## config.mk

```make
export PLATFORM = sky130hd
export DESIGN_NAME = dcnt_timer_chan
export DESIGN_NICKNAME = d
export VERILOG_FILES = /design/src/rtl/dcnt_pkg.sv /design/src/rtl/dcnt_prescaler.sv /design/src/rtl/dcnt_core.sv /design/src/rtl/dcnt_regs.sv /design/src/rtl/dcnt_timer_chan.sv
export SDC_FILE = /design/constraint.sdc
export NUM_CORES = 1
export LEC_CHECK = 0
export ABC_CLOCK_PERIOD_IN_PS = 6700
export BUFFER_PORTS_ARGS = -buffer_cell sky130_fd_sc_hd__buf_2
export CORE_UTILIZATION = 64
export DETAILED_ROUTE_END_ITERATION = 10
export GPL_ROUTABILITY_DRIVEN = 0
export PLACE_DENSITY = 0.83
export SYNTH_ARGS = -nofsm -noshare
export SYNTH_HDL_FRONTEND = slang
export SYNTH_SLANG_ARGS = --single-unit
```

## constraint.sdc

```tcl
create_clock -name clk -period 6.7 [get_ports clk]
set_input_delay 1.34 -clock clk [delete_from_list [all_inputs] [get_ports clk]]
set_output_delay 1.34 -clock clk [all_outputs]
set_load 0.005 [all_outputs]
```

## src/rtl/dcnt_pkg.sv

```systemverilog
package dcnt_pkg;
    localparam int SEL_W       = 3;
    localparam int MAX_DIV_SEL = 4;
    localparam int PRE_W       = 2 * MAX_DIV_SEL + 2;

    localparam logic [1:0] IDX_RELOAD = 2'd0;
    localparam logic [1:0] IDX_COUNT  = 2'd1;
    localparam logic [1:0] IDX_CTRL   = 2'd2;
    localparam logic [1:0] IDX_CAPT   = 2'd3;

    typedef enum logic {
        CH_STOPPED  = 1'b0,
        CH_COUNTING = 1'b1
    } ch_state_e;

    typedef struct packed {
        logic [1:0]       cap_en;
        logic             uf_ie;
        logic [1:0]       edge_sel;
        logic [SEL_W-1:0] div_sel;
    } ctrl_t;

    function automatic logic sel_ok(input logic [SEL_W-1:0] s, input logic ext);
        return (s <= SEL_W'(MAX_DIV_SEL)) || (ext && (s >= SEL_W'(6)));
    endfunction
endpackage

```

## src/rtl/dcnt_prescaler.sv

```systemverilog
module dcnt_prescaler
    import dcnt_pkg::*;
#(
    parameter int PW = PRE_W
) (
    input  logic             clk,
    input  logic             rst_n,
    input  logic             en,
    input  logic             restart,
    input  logic [SEL_W-1:0] sel,
    output logic             tick
);
    logic [PW-1:0] pc;
    logic [PW-1:0] lim;
    logic          internal;

    always_comb begin
        internal = (sel <= SEL_W'(MAX_DIV_SEL));
        lim      = (PW'(4) << {sel, 1'b0}) - PW'(1);
        tick     = en && internal && (pc >= lim);
    end

    always_ff @(posedge clk) begin
        if (!rst_n)              pc <= '0;
        else if (restart)        pc <= '0;
        else if (en && internal) pc <= tick ? '0 : pc + PW'(1);
    end

    // the smallest divide is 4, so two ticks are never adjacent
    assert_tick_spacing_R3: assert property (@(posedge clk) disable iff (!rst_n)
        tick |=> !tick);
endmodule

```

## src/rtl/dcnt_core.sv

```systemverilog
module dcnt_core
    import dcnt_pkg::*;
#(
    parameter int W = 32
) (
    input  logic         clk,
    input  logic         rst_n,
    input  logic         run_en,
    input  logic         tick,
    input  logic         cnt_wr,
    input  logic [W-1:0] cnt_wdata,
    input  logic [W-1:0] reload,
    input  logic         flag_clr,
    output logic [W-1:0] cnt,
    output logic         flag,
    output logic         running
);
    ch_state_e state, state_nx;
    logic      wrap;

    always_comb begin
        state_nx = state;
        unique case (state)
            CH_STOPPED:  if (run_en)  state_nx = CH_COUNTING;
            CH_COUNTING: if (!run_en) state_nx = CH_STOPPED;
        endcase
    end

    always_ff @(posedge clk) begin
        if (!rst_n) state <= CH_STOPPED;
        else        state <= state_nx;
    end

    always_comb begin
        running = (state == CH_COUNTING);
        wrap    = tick && (cnt == '0) && !cnt_wr;
    end

    always_ff @(posedge clk) begin
        if (!rst_n) begin
            cnt  <= '1;
            flag <= 1'b0;
        end else begin
            if (cnt_wr)    cnt <= cnt_wdata;
            else if (tick) cnt <= (cnt == '0) ? reload : cnt - W'(1);
            if (wrap)          flag <= 1'b1;
            else if (flag_clr) flag <= 1'b0;
        end
    end

    assert_reload_R5: assert property (@(posedge clk) disable iff (!rst_n)
        (tick && cnt == '0 && !cnt_wr) |=> (cnt == $past(reload) && flag));
    assert_decrement_R3: assert property (@(posedge clk) disable iff (!rst_n)
        (tick && cnt != '0 && !cnt_wr) |=> (cnt == $past(cnt) - W'(1)));
    assert_hold_stopped_R4: assert property (@(posedge clk) disable iff (!rst_n)
        (!running && !cnt_wr) |=> $stable(cnt));
    assert_cnt_write_R10: assert property (@(posedge clk) disable iff (!rst_n)
        cnt_wr |=> (cnt == $past(cnt_wdata)));
    assert_flag_rise_R5: assert property (@(posedge clk) disable iff (!rst_n)
        $rose(flag) |-> $past(tick && cnt == '0));
    assert_flag_clear_R7: assert property (@(posedge clk) disable iff (!rst_n)
        (flag_clr && !(tick && cnt == '0 && !cnt_wr)) |=> !flag);
endmodule

```

## src/rtl/dcnt_regs.sv

```systemverilog
module dcnt_regs
    import dcnt_pkg::*;
#(
    parameter int W           = 32,
    parameter int HAS_CAPTURE = 1,
    parameter int HAS_EXTCLK  = 0
) (
    input  logic         clk,
    input  logic         rst_n,
    input  logic         wr_en,
    input  logic [1:0]   idx,
    input  logic [W-1:0] wdata,
    input  logic [W-1:0] cnt,
    input  logic         flag,
    output logic [W-1:0] reload,
    output ctrl_t        ctrl,
    output logic [W-1:0] rdata,
    output logic         cfg_err,
    output logic         cnt_wr,
    output logic         flag_clr
);
    localparam logic EXT = (HAS_EXTCLK != 0);
    localparam logic CAP = (HAS_CAPTURE != 0);

    logic         wr_rel, wr_ctrl, wr_capt, bad, capt_bad;
    ctrl_t        nctrl;
    logic [W-1:0] capr;

    always_comb begin
        wr_rel   = wr_en && (idx == IDX_RELOAD);
        cnt_wr   = wr_en && (idx == IDX_COUNT);
        wr_ctrl  = wr_en && (idx == IDX_CTRL);
        wr_capt  = wr_en && (idx == IDX_CAPT);
        flag_clr = wr_ctrl && !wdata[8];
    end

    always_comb begin
        nctrl = ctrl;
        bad   = 1'b0;
        if (sel_ok(wdata[2:0], EXT)) nctrl.div_sel = wdata[2:0];
        else bad = 1'b1;
        if (wdata[4:3] == 2'b00 || EXT) nctrl.edge_sel = wdata[4:3];
        else bad = 1'b1;
        nctrl.uf_ie = wdata[5];
        if (wdata[7:6] == 2'b00 || (CAP && wdata[7:6] != 2'b01)) nctrl.cap_en = wdata[7:6];
        else bad = 1'b1;
        if (wdata[9] && !CAP) bad = 1'b1;
        if (|wdata[W-1:10]) bad = 1'b1;
    end

    generate
        if (HAS_CAPTURE != 0) begin : g_cap
            always_ff @(posedge clk) begin
                if (!rst_n)       capr <= '0;
                else if (wr_capt) capr <= wdata;
            end
            assign capt_bad = 1'b0;
        end else begin : g_nocap
            assign capr     = '0;
            assign capt_bad = wr_capt;
        end
    endgenerate

    always_ff @(posedge clk) begin
        if (!rst_n) begin
            reload  <= '1;
            ctrl    <= '0;
            cfg_err <= 1'b0;
        end else begin
            if (wr_rel)  reload <= wdata;
            if (wr_ctrl) ctrl   <= nctrl;
            if ((wr_ctrl && bad) || capt_bad) cfg_err <= 1'b1;
        end
    end

    always_comb begin
        unique case (idx)
            IDX_RELOAD: rdata = reload;
            IDX_COUNT:  rdata = cnt;
            IDX_CTRL:   rdata = W'({flag, ctrl});
            IDX_CAPT:   rdata = capr;
        endcase
    end

    assert_err_sticky_R9: assert property (@(posedge clk) disable iff (!rst_n)
        cfg_err |=> cfg_err);
    assert_bad_sel_kept_R9: assert property (@(posedge clk) disable iff (!rst_n)
        (wr_ctrl && wdata[2:0] == 3'd5) |=> ($stable(ctrl.div_sel) && cfg_err));
endmodule

```

## src/rtl/dcnt_timer_chan.sv

```systemverilog
module dcnt_timer_chan
    import dcnt_pkg::*;
#(
    parameter int W           = 32,
    parameter int HAS_CAPTURE = 1,
    parameter int HAS_EXTCLK  = 0
) (
    input  logic         clk,
    input  logic         rst_n,
    input  logic         wr_en,
    input  logic [1:0]   reg_idx,
    input  logic [W-1:0] wdata,
    input  logic         run_en,
    output logic [W-1:0] rdata,
    output logic         irq,
    output logic         cfg_err
);
    logic [W-1:0] reload, cnt;
    ctrl_t        ctrl;
    logic         cnt_wr, flag_clr, flag, running, tick;

    dcnt_regs #(.W(W), .HAS_CAPTURE(HAS_CAPTURE), .HAS_EXTCLK(HAS_EXTCLK)) u_regs (
        .clk(clk), .rst_n(rst_n), .wr_en(wr_en), .idx(reg_idx), .wdata(wdata),
        .cnt(cnt), .flag(flag), .reload(reload), .ctrl(ctrl), .rdata(rdata),
        .cfg_err(cfg_err), .cnt_wr(cnt_wr), .flag_clr(flag_clr)
    );

    dcnt_prescaler #(.PW(PRE_W)) u_pre (
        .clk(clk), .rst_n(rst_n), .en(running), .restart(cnt_wr),
        .sel(ctrl.div_sel), .tick(tick)
    );

    dcnt_core #(.W(W)) u_core (
        .clk(clk), .rst_n(rst_n), .run_en(run_en), .tick(tick), .cnt_wr(cnt_wr),
        .cnt_wdata(wdata), .reload(reload), .flag_clr(flag_clr), .cnt(cnt),
        .flag(flag), .running(running)
    );

    always_comb irq = flag && ctrl.uf_ie;

    // no tick can reach the counter while the channel is stopped
    assert_no_tick_stopped_R4: assert property (@(posedge clk) disable iff (!rst_n)
        !running |-> !tick);
endmodule

```

==> key figures <==
Floorplanning
  – Core area: 9860 µm²
  – Die height: 103 µm
  – Cell Rows: 36
  – I/O pin count: 72
  – Die footprint: 10600 µm²
  – Die width: 103 µm
  – Initial core utilization: 0.664

Placement
  – Hpwl dp: 11900 µm
  – I/O Buffers: 71
  – Pre-CTS setup slack: 2190 ps
  – Post-Place Cells: 975

STA
  – Clock skew: 8.80 ps
  – Unrepaired setup endpoints after global routing: no
  – Slew Limit Fails: 0
  – Hold Slack: 461 ps
  – Final Hold Vio Count: 0
  – Worst rel slew slack: 0.139
  – Setup_tns: 0 ps
  – Setup violators final: 0
  – Final WS setup: 2160 ps
  – Final period util: 0.678
  – Worst-margin pin slew: 1290 ps
  – Crit path time final: 4540 ps
  – Max Freq: 0.220 GHz

Setup path
  – CP max stage cell: nor2_2
  – CP max FO: 39
  – WP data required: 5360 ps
  – Critical Path Start Type: input port
  – Arr. time, crit path: 3200 ps
  – Most common cell on crit path: buf_2
  – CP top delay family: simple AND/OR/NAND/NOR gates
  – WP buf/inv: 2
  – Crit path capture type: primary output
  – CP max stage delay: 1040 ps
  – Crit-path cells: buf_2, nor2_2, a22o_1, buf_2
  – Crit Path Class: in -> out

Logic synthesis
  – Seq cells post-synth: 117
  – Mapped Cells: 826
  – Synthesized area: 6550 µm²
  – FFs w/ async S/R, synth: 0
  – Number of synthesized flops with an enable pin: 0
  – Synth top area share: 0.357
  – Library cells used by synthesis: 66
  – Yosys warns: 0
  – Synth area leaders: dfxtp_1 36%, nand2_1 11%, a21boi_0 4.2%, nand3_1 3.4%, nor2_1 3.3%
  – Post-synth top area cell: dfxtp_1
  – Post-Syn Nets: 875
  – Sequential share of the synthesized area: 0.357
  – Post-synth top flop: dfxtp_1
  – Synth Area per Inst: 7.93 µm²

Drt
  – Via density: 6.57
  – DR vias: 6597
  – Iter 0 DRT Violations: 434
  – DR WL/cell: 18.6 µm
  – Met3 Routed Length: 1640 µm
  – Highest routed metal layer: met4
  – Drt drc: 0
  – DRT Pass-1 Iters: 5
  – Antenna violation net count after detailed routing: 0
  – Final wirelength: 18600 µm
  – Met2 wire len: 8970 µm
  – Detailed-routing wirelength on met1: 7510 µm

Clock network
  – Clk_lat worst skew: 550 ps
  – Post-CTS Hold Buffers: 0
  – Htree depth: 4
  – CTS buffer count: 17
  – Setup Fix Bufs, Post-CTS: 0
  – Clock slew at reported path FFs: 60 ps
  – CTS tree: built
  – Number of gates resized after cts: 0
  – Root Driver: clkbuf_8
  – Max clock buf depth: 2
  – Clk sink count: 117

Min path
  – HP Class: reg -> reg

Global route
  – Global router's overall resource usage: 0.369
  – First-pass GRT wire length: 30000 µm
  – Largest net degree at the start of global routing: 114
  – Vias in the first global route: 6130
  – Global route total overflow: 0
  – Initial antenna violation count: 0

Job
  – Maxcap violations: 0

Final layout
  – Most common cell after layout, fill and taps aside: nand2_1
  – Final net count: 910
  – ANT cells: 0
  – Finished Layout Cells: 1004
  – Most frequent cells in the layout: 186 x nand2_1, 117 x dfxtp_1, 71 x buf_2, 57 x nor2_1, 45 x nand3_1
  – Proportion of layout cells with a drive suffix above 1: 0.165
  – Area delta synth->final: 12.3%

Pwr
  – Pwr Density: 229 nW/µm²
  – Leakage power: 0.00307 µW
  – Peak VDD IR: 0.000196 V

Status
  – Run status: completed
[synthesized netlist by cell type, drive strengths merged, types with 3 or more instances]
cell type	number
a21oi	15
nor3	14
dfxtp	117
mux2i	4
or4	4
mux4	9
o221ai	5
o2111ai	5
nand4	12
and2	8
o311a	9
nor4	15
a21boi	37
mux2	16
or3	6
nor2	58
inv	15
o21ai	45
o211ai	14
a22o	23
nand3b	3
buf	11
clkbuf	54
a32oi	4
nand2	186
a21o	6
and3	12
xor2	9
ha	11
xnor2	9
a31oi	4
a211oi	6
nand3	46
[worst register-to-register path: cells and delay by family (launching register included)]
| kind | cells | cell delay, ps |
|---|---|---|
| compound gates | 4 | 970 |
| fa+ha+maj | 1 | 320 |
| buf+inv | 1 | 250 |
| flops | 1 | 470 |
| simple gates | 3 | 1430 |
[state kept, by name, summed over array words and instances, names as in the netlist]
signal	flops
u_regs.ctrl	8
u_regs.reload	32
u_core.flag	1
u_regs.cfg_err	1
u_pre.pc	10
u_core.cnt	32
u_core.running	1
u_regs.capr	32
[through the flow]
stage | instance area, µm² | util | total power [µW]
finish | 7360 | 0.746 | 1680
global route | 7360 | 0.746 | 1740
CTS | 7360 | 0.746 | 1680
detailed placement | 6880 | 0.698 | 936
global placement | 6880 | 0.698 | 928
floorplan | 6550 | - | 866
[path summary, 6_finish.rpt]
path | cells after the start | endpoint | slack, ps | startpoint
worst max-delay path | 4 | rdata[11] | 2160 | reg_idx[0]
worst min-delay path | 1 | u_regs.ctrl[4] | 460 | u_regs.ctrl[4]
worst min register to register | 1 | u_regs.ctrl[4] | 460 | u_regs.ctrl[4]
worst max register to register | 9 | u_pre.pc[1] | 3190 | u_regs.ctrl[1]
[cells by family (layout without fill, tap and decap cells)]
logic type      count (synthesis)  in the layout  synth area share
simple gates                  374            374             0.264
compound gates                197            197             0.217
flops                         117            117             0.357
buf+inv                        80            125            0.0514
mux                            29             29            0.0645
xor+xnor                       18             18            0.0241
fa+ha+maj                      11             11            0.0210
[power breakdown]
part | internal, µW | switching [µW]
clock network | 451 | 306
logic | 79.0 | 104
registers | 721 | 22.5
[layout make-up]
cell class,instances,area [µm²]
flip-flops and latches,117,2340
fillers,755,2500
repair buffers,81,430
clock buffers,22,443
well taps,133,166
multi-input cells,629,3890
inverters,15,56.3
clock inverters,7,35.0
[per-layer routing]
layer  track usage  vias up
met4         0.189        0
li1              -     3041
met3         0.106       61
met2         0.583      360
met5             0        -
met1         0.462     3135
Power figures use the tool's default switching activity.
